<file path="src/rtl/hic_pkg.sv">
package hic_pkg;

  typedef enum logic [1:0] {
    PWM_TRI   = 2'b00,
    PWM_NSYNC = 2'b01,
    PWM_SYNC  = 2'b10
  } pwm_mode_e;

  typedef enum logic [2:0] {
    ST_IDLE,
    ST_ARM,
    ST_NSYNC,
    ST_SYNC,
    ST_HICCUP
  } hic_state_e;

endpackage

</file>
<file path="src/rtl/hic_step_counter.sv">
// Counts qualified steps; 'done' pulses combinationally on the LIMIT-th step.
module hic_step_counter #(
  parameter int LIMIT = 8
) (
  input  logic clk,
  input  logic rst_n,
  input  logic clr,
  input  logic step,
  output logic done
);
  localparam int W = (LIMIT > 1) ? $clog2(LIMIT) : 1;
  localparam logic [W-1:0] LAST = W'(LIMIT - 1);

  logic [W-1:0] cnt;

  assign done = step && (cnt == LAST);

  always_ff @(posedge clk or negedge rst_n) begin
    if (!rst_n)           cnt <= '0;
    else if (clr || done) cnt <= '0;
    else if (step)        cnt <= cnt + 1'b1;
  end
endmodule

</file>
<file path="src/rtl/hic_oc_filter.sv">
// Persistent-overcurrent detector: OC strobes accumulate, a run of clean strobes clears.
module hic_oc_filter #(
  parameter int OC_TRIP = 128,
  parameter int OC_GAP  = 7
) (
  input  logic clk,
  input  logic rst_n,
  input  logic clr,
  input  logic step,
  input  logic oc,
  output logic fault
);
  logic oc_step, clean_step, gap_done;

  assign oc_step    = step && oc;
  assign clean_step = step && !oc;

  // run of clean strobes; restarts on any overcurrent strobe
  hic_step_counter #(.LIMIT(OC_GAP)) u_gap (
    .clk  (clk),
    .rst_n(rst_n),
    .clr  (clr || oc_step),
    .step (clean_step),
    .done (gap_done)
  );

  // overcurrent tally; survives short gaps
  hic_step_counter #(.LIMIT(OC_TRIP)) u_trip (
    .clk  (clk),
    .rst_n(rst_n),
    .clr  (clr || gap_done),
    .step (oc_step),
    .done (fault)
  );
endmodule

</file>
<file path="src/rtl/hic_noc_refresh.sv">
// Bottom-switch hold under negative overcurrent with a periodic refresh window.
module hic_noc_refresh #(
  parameter int REFRESH_PERIOD = 8,
  parameter int REFRESH_WIDTH  = 4
) (
  input  logic clk,
  input  logic rst_n,
  input  logic clr,
  input  logic step,
  input  logic noc,
  output logic inhibit,
  output logic refresh
);
  localparam int RW = $clog2(REFRESH_WIDTH + 1);
  localparam logic [RW-1:0] RLOAD = RW'(REFRESH_WIDTH);

  logic          period_done;
  logic          noc_seen;
  logic [RW-1:0] win_cnt;

  hic_step_counter #(.LIMIT(REFRESH_PERIOD)) u_period (
    .clk  (clk),
    .rst_n(rst_n),
    .clr  (clr || (step && !noc)),
    .step (step && noc),
    .done (period_done)
  );

  always_ff @(posedge clk or negedge rst_n) begin
    if (!rst_n) begin
      noc_seen <= 1'b0;
      win_cnt  <= '0;
    end else if (clr) begin
      noc_seen <= 1'b0;
      win_cnt  <= '0;
    end else begin
      if (step) noc_seen <= noc;
      if (period_done)        win_cnt <= RLOAD;
      else if (win_cnt != '0) win_cnt <= win_cnt - 1'b1;
    end
  end

  assign refresh = (win_cnt != '0);
  assign inhibit = noc_seen && !refresh;
endmodule

</file>
<file path="src/rtl/hic_ctrl.sv">
module hic_ctrl
  import hic_pkg::*;
#(
  parameter int OC_TRIP        = 128,
  parameter int OC_GAP         = 7,
  parameter int HICCUP_CYC     = 32768,
  parameter int NSYNC_CYC      = 7,
  parameter int REFRESH_PERIOD = 8,
  parameter int REFRESH_WIDTH  = 4
) (
  input  logic       clk,
  input  logic       rst_n,
  input  logic       run_en,
  input  logic       cyc_start,
  input  logic       oc_flag,
  input  logic       noc_flag,
  input  logic       prebias_flag,
  input  logic       ss_ready,
  output logic [1:0] pwm_mode,
  output logic       ss_reset,
  output logic       bot_inhibit,
  output logic       bot_refresh
);
  hic_state_e state, state_nxt;
  logic switching, start_ok;
  logic oc_fault, nsync_done, hiccup_done;
  logic inh_raw, ref_raw;

  assign switching = (state == ST_NSYNC) || (state == ST_SYNC);
  assign start_ok  = cyc_start && ss_ready && !oc_flag && !prebias_flag;

  hic_oc_filter #(.OC_TRIP(OC_TRIP), .OC_GAP(OC_GAP)) u_oc (
    .clk  (clk),
    .rst_n(rst_n),
    .clr  (!run_en || !switching),
    .step (cyc_start && switching),
    .oc   (oc_flag),
    .fault(oc_fault)
  );

  hic_step_counter #(.LIMIT(NSYNC_CYC)) u_nsync (
    .clk  (clk),
    .rst_n(rst_n),
    .clr  (!run_en || state != ST_NSYNC),
    .step (cyc_start && state == ST_NSYNC),
    .done (nsync_done)
  );

  hic_step_counter #(.LIMIT(HICCUP_CYC)) u_hiccup (
    .clk  (clk),
    .rst_n(rst_n),
    .clr  (!run_en || state != ST_HICCUP),
    .step (cyc_start && state == ST_HICCUP),
    .done (hiccup_done)
  );

  hic_noc_refresh #(.REFRESH_PERIOD(REFRESH_PERIOD), .REFRESH_WIDTH(REFRESH_WIDTH)) u_noc (
    .clk    (clk),
    .rst_n  (rst_n),
    .clr    (!run_en || state != ST_SYNC),
    .step   (cyc_start && state == ST_SYNC),
    .noc    (noc_flag),
    .inhibit(inh_raw),
    .refresh(ref_raw)
  );

  always_comb begin
    state_nxt = state;
    if (!run_en) begin
      state_nxt = ST_IDLE;
    end else begin
      unique case (state)
        ST_IDLE:   state_nxt = ST_ARM;
        ST_ARM:    if (start_ok) state_nxt = ST_NSYNC;
        ST_NSYNC: begin
          if (oc_fault)        state_nxt = ST_HICCUP;
          else if (nsync_done) state_nxt = ST_SYNC;
        end
        ST_SYNC:   if (oc_fault) state_nxt = ST_HICCUP;
        ST_HICCUP: if (hiccup_done) state_nxt = ST_ARM;
        default:   state_nxt = ST_IDLE;
      endcase
    end
  end

  always_ff @(posedge clk or negedge rst_n) begin
    if (!rst_n) state <= ST_IDLE;
    else        state <= state_nxt;
  end

  always_comb begin
    unique case (state)
      ST_NSYNC: pwm_mode = PWM_NSYNC;
      ST_SYNC:  pwm_mode = PWM_SYNC;
      default:  pwm_mode = PWM_TRI;
    endcase
  end

  assign ss_reset    = (state == ST_IDLE) || (state == ST_HICCUP);
  assign bot_inhibit = inh_raw && (state == ST_SYNC);
  assign bot_refresh = ref_raw && (state == ST_SYNC);
endmodule

</file>
<file path="config.mk">
export PLATFORM = sky130hd
export DESIGN_NAME = hic_ctrl
export DESIGN_NICKNAME = d
export VERILOG_FILES = /design/src/rtl/hic_pkg.sv /design/src/rtl/hic_step_counter.sv /design/src/rtl/hic_oc_filter.sv /design/src/rtl/hic_noc_refresh.sv /design/src/rtl/hic_ctrl.sv
export SDC_FILE = /design/constraint.sdc
export NUM_CORES = 1
export LEC_CHECK = 0
export BUFFER_PORTS_ARGS = -buffer_cell sky130_fd_sc_hd__buf_4
export CORE_MARGIN = 8
export CORE_UTILIZATION = 60
export DETAILED_ROUTE_END_ITERATION = 10
export HOLD_SLACK_MARGIN = 0.12
export PLACE_DENSITY = 0.79
export SETUP_SLACK_MARGIN = 0.1
export SLEW_MARGIN = 20
export SYNTH_ARGS = -nofsm -noshare
export SYNTH_HDL_FRONTEND = slang
export SYNTH_SLANG_ARGS = --single-unit
</file>
<file path="constraint.sdc">
create_clock -name clk -period 2.5 [get_ports clk]
set_input_delay 0.25 -clock clk [delete_from_list [all_inputs] [get_ports clk]]
set_output_delay 0.25 -clock clk [all_outputs]
set_load 0.005 [all_outputs]
</file>
==> impl_metrics.ini <==
[worst_setup_path]
path_depth = 4
crit_arrival_ns = 1.73
cp_slowest_cell = dfrtp_1
slowest_delay_ns = 0.55
worstSetupEndpointType = primary output
reg2reg_depth = 5
critPathRequiredTime_ns = 2.25
cp_top_family = simple AND/OR/NAND/NOR gates
crit_chain = nor2b_1 -> and2_1 -> and3_1 -> buf_4
critical_path_class = reg2out
cp_max_fo = 11
cp-start-kind = register
path_buf_inv = 1

[clocking]
postCtsSetupBuffers = 0
clockRootBuffer = clkbuf_4
clkSlewWorstSetupHoldPaths_ns = 0.12
insertion_delay_ns = 0.36
cts-resized-gates = 0
numCtsBuffers = 5
cts_tree = done
cts_sinks = 38
h-tree-depth = 2
cts_max_path_buffers = 2
hold_buffers = 1

[placement]
numPortBuffers = 12
routabilityCongestion = 0.789
hpwlAfterDp_um = 2640

[timing]
finalMaxSlewViolations = 0
clock.fmax_mhz = 506
finalCriticalPeriod_ns = 1.98
clock_skew_ns = 0.0183
fin_hold_ws_ns = 0.134
period_share = 0.790
worst_pin_slew_ns = 0.553
fin_tns_setup_ns = 0
setup_viol = 0
finalHoldViolCount = 0
relSlewSlack = 0.631
rsz0062_at_grt = no

[run_status]
status = finished clean

[logic_synthesis]
yosys-mux-area-fraction = 0.0104
yosys.cell_types.count = 41
synthArstFlopShare = 1.00
syn_nets = 231
synth_xor_area_frac = 0.0860
synth_compound_area_frac = 0.0781
yosysSeqAreaShare = 0.467
yosys.area.top_type = dfrtp_1
synth_seq_cells = 38
synth_top_family_by_area = simple AND/OR/NAND/NOR gates
synth_area_leaders = dfrtp_1 47%, ha_1 6.1%, nor2_1 6.1%
synthSimpleGateAreaFrac = 0.261
synth_warnings = 0
synthAdderAreaFrac = 0.0615
ys.flop_type = dfrtp_1
yosys.area.top_type_share = 0.467
syn_area_sq_mm = 0.00204
netlist_top_cells_count = 38 x dfrtp_1, 33 x nor2_1, 19 x nand2_1
synthCells = 213
synth_edf_count = 0
synth.most_common_cell = dfrtp_1
synth.avg_cell_area_sq_um = 9.56

[power_and_ir_drop]
p_total_w = 0.00103
powerDensity_mw_per_mm2 = 466
ir_drop_mv = 0.345
power.static_leakage_nw = 0.913

[layout]
nets = 246
antenna_cells = 0
drive_gt1_frac = 0.105
syn2layout_area_growth_pct = 8.97

[global_route]
antenna_found_initial = 0
overflow = 0
grt_pass1_vias = 1474
grt_max_degree = 39
grt_pass1_wl_um = 6620
grt_usage = 0.157

[floorplanning]
dieArea_sq_mm = 0.00551
die_x_um = 74.3
core_sq_mm = 0.00331
pin_count = 13
initial_core_util = 0.615
row_count = 21
die_h_um = 74.3

[detailed_routing]
drt_iter0_markers = 91
drc = 0
firstDrtPassIters = 4
vias = 1509
vias_per_cell = 5.49
wl_per_cell_um = 13.9
ant_nets = 0
routed_wl_um = 3830

[hold_path]
hold_depth = 3
min-delay-path-class = in2reg

[run]
maxCapViolCount = 0
tightest hold or removal path, delay by kind of cell:
| kind | cells | cell delay [ns] |
|---|---|---|
| buffers and inverters | 1 | 0.12 |
| AND/OR/NAND/NOR | 1 | 0.05 |
| AO/OA/AOI/OAI | 1 | 0.05 |
power breakdown:
part / leakage [nW] / switching (W) / internal (W)
logic: 0.350 / 0.0000346 / 0.0000255
clock network: 0.0343 / 0.000213 / 0.000135
registers: 0.529 / 0.00000802 / 0.000618
total: 0.913 / 0.000255 / 0.000779
cell usage in the layout, fill, tap and decap left out, types with 2 or more instances in the layout:
cell	Yosys	routed
nand4_1	4	4
a31oi_1	3	3
o21ai_0	2	2
a21oi_1	11	11
buf_4	1	12
nand3_1	11	11
clkbuf_4	0	5
nand4b_1	3	3
o31ai_1	2	2
nor2_1	33	33
ha_1	10	10
dfrtp_1	38	38
and4b_1	2	2
and3b_1	3	3
nor4b_1	2	2
nand2_1	19	19
xnor2_1	14	14
nand3b_1	2	2
inv_1	8	8
nor3_1	8	8
nor4_1	3	3
nor2b_1	8	8
xor2_1	6	6
logic make-up after synthesis:
group,count (synthesis)
AND/OR/NAND/NOR,104
flip-flops,38
buffers and inverters,14
multiplexers,2
XOR/XNOR,20
AO/OA/AOI/OAI,25
adder cells (fa/ha/maj),10
through the flow:
| stage | area (sq um) | instances | util | setup slack [ns] |
|---|---|---|---|---|
| floorplan | 2040 | 213 | - | 0.869 |
| global placement | 2140 | 266 | 0.648 | 0.600 |
| detailed placement | 2140 | 266 | 0.648 | 0.505 |
| CTS | 2220 | 275 | 0.670 | 0.494 |
| global route | 2220 | 275 | 0.670 | 0.246 |
| finish | 2220 | 275 | 0.670 | 0.524 |
sequential cells by signal, indices dropped and copies added (netlist names):
name,flops
u_hiccup.cnt,15
u_oc.u_trip.cnt,7
state,3
u_noc.u_period.cnt,3
u_noc.win_cnt,3
u_nsync.cnt,3
u_oc.u_gap.cnt,3
u_noc.noc_seen,1
worst paths after layout:
check | to | slack, ns | startpoint
setup / recovery | bot_inhibit | 0.52 | state[1]$_DFFE_PN0P_
hold / removal | u_noc.noc_seen$_DFFE_PN0P_ | 0.13 | noc_flag
setup reg to reg | state[2]$_DFFE_PN0P_ | 0.54 | u_hiccup.cnt[0]$_DFFE_PN0P_
hold reg to reg | u_hiccup.cnt[14]$_DFFE_PN0P_ | 0.52 | u_hiccup.cnt[14]$_DFFE_PN0P_
max in group asynchronous | u_hiccup.cnt[2]$_DFFE_PN0P_ | 1.79 | rst_n
min in group asynchronous | u_oc.u_trip.cnt[3]$_DFFE_PN0P_ | 0.37 | rst_n
cell type report:
type,count,area (sq um)
Clock buffer,6,51.3
Clock inverter,2,12.5
Fill cell,294,1090
Inverter,9,33.8
Multi-Input combinational cell,161,1010
Sequential cell,38,951
Tap cell,46,57.6
Timing Repair Buffer,13,100
layer usage:
metal,track usage,share of wire,up-vias
li1,-,-,769
met1,0.197,0.46,704
met2,0.240,0.46,24
met3,0.0377,0.050,12
met4,0.0913,0.029,0
met5,0,0,-
Note: power is estimated with default switching activity, not from simulation.
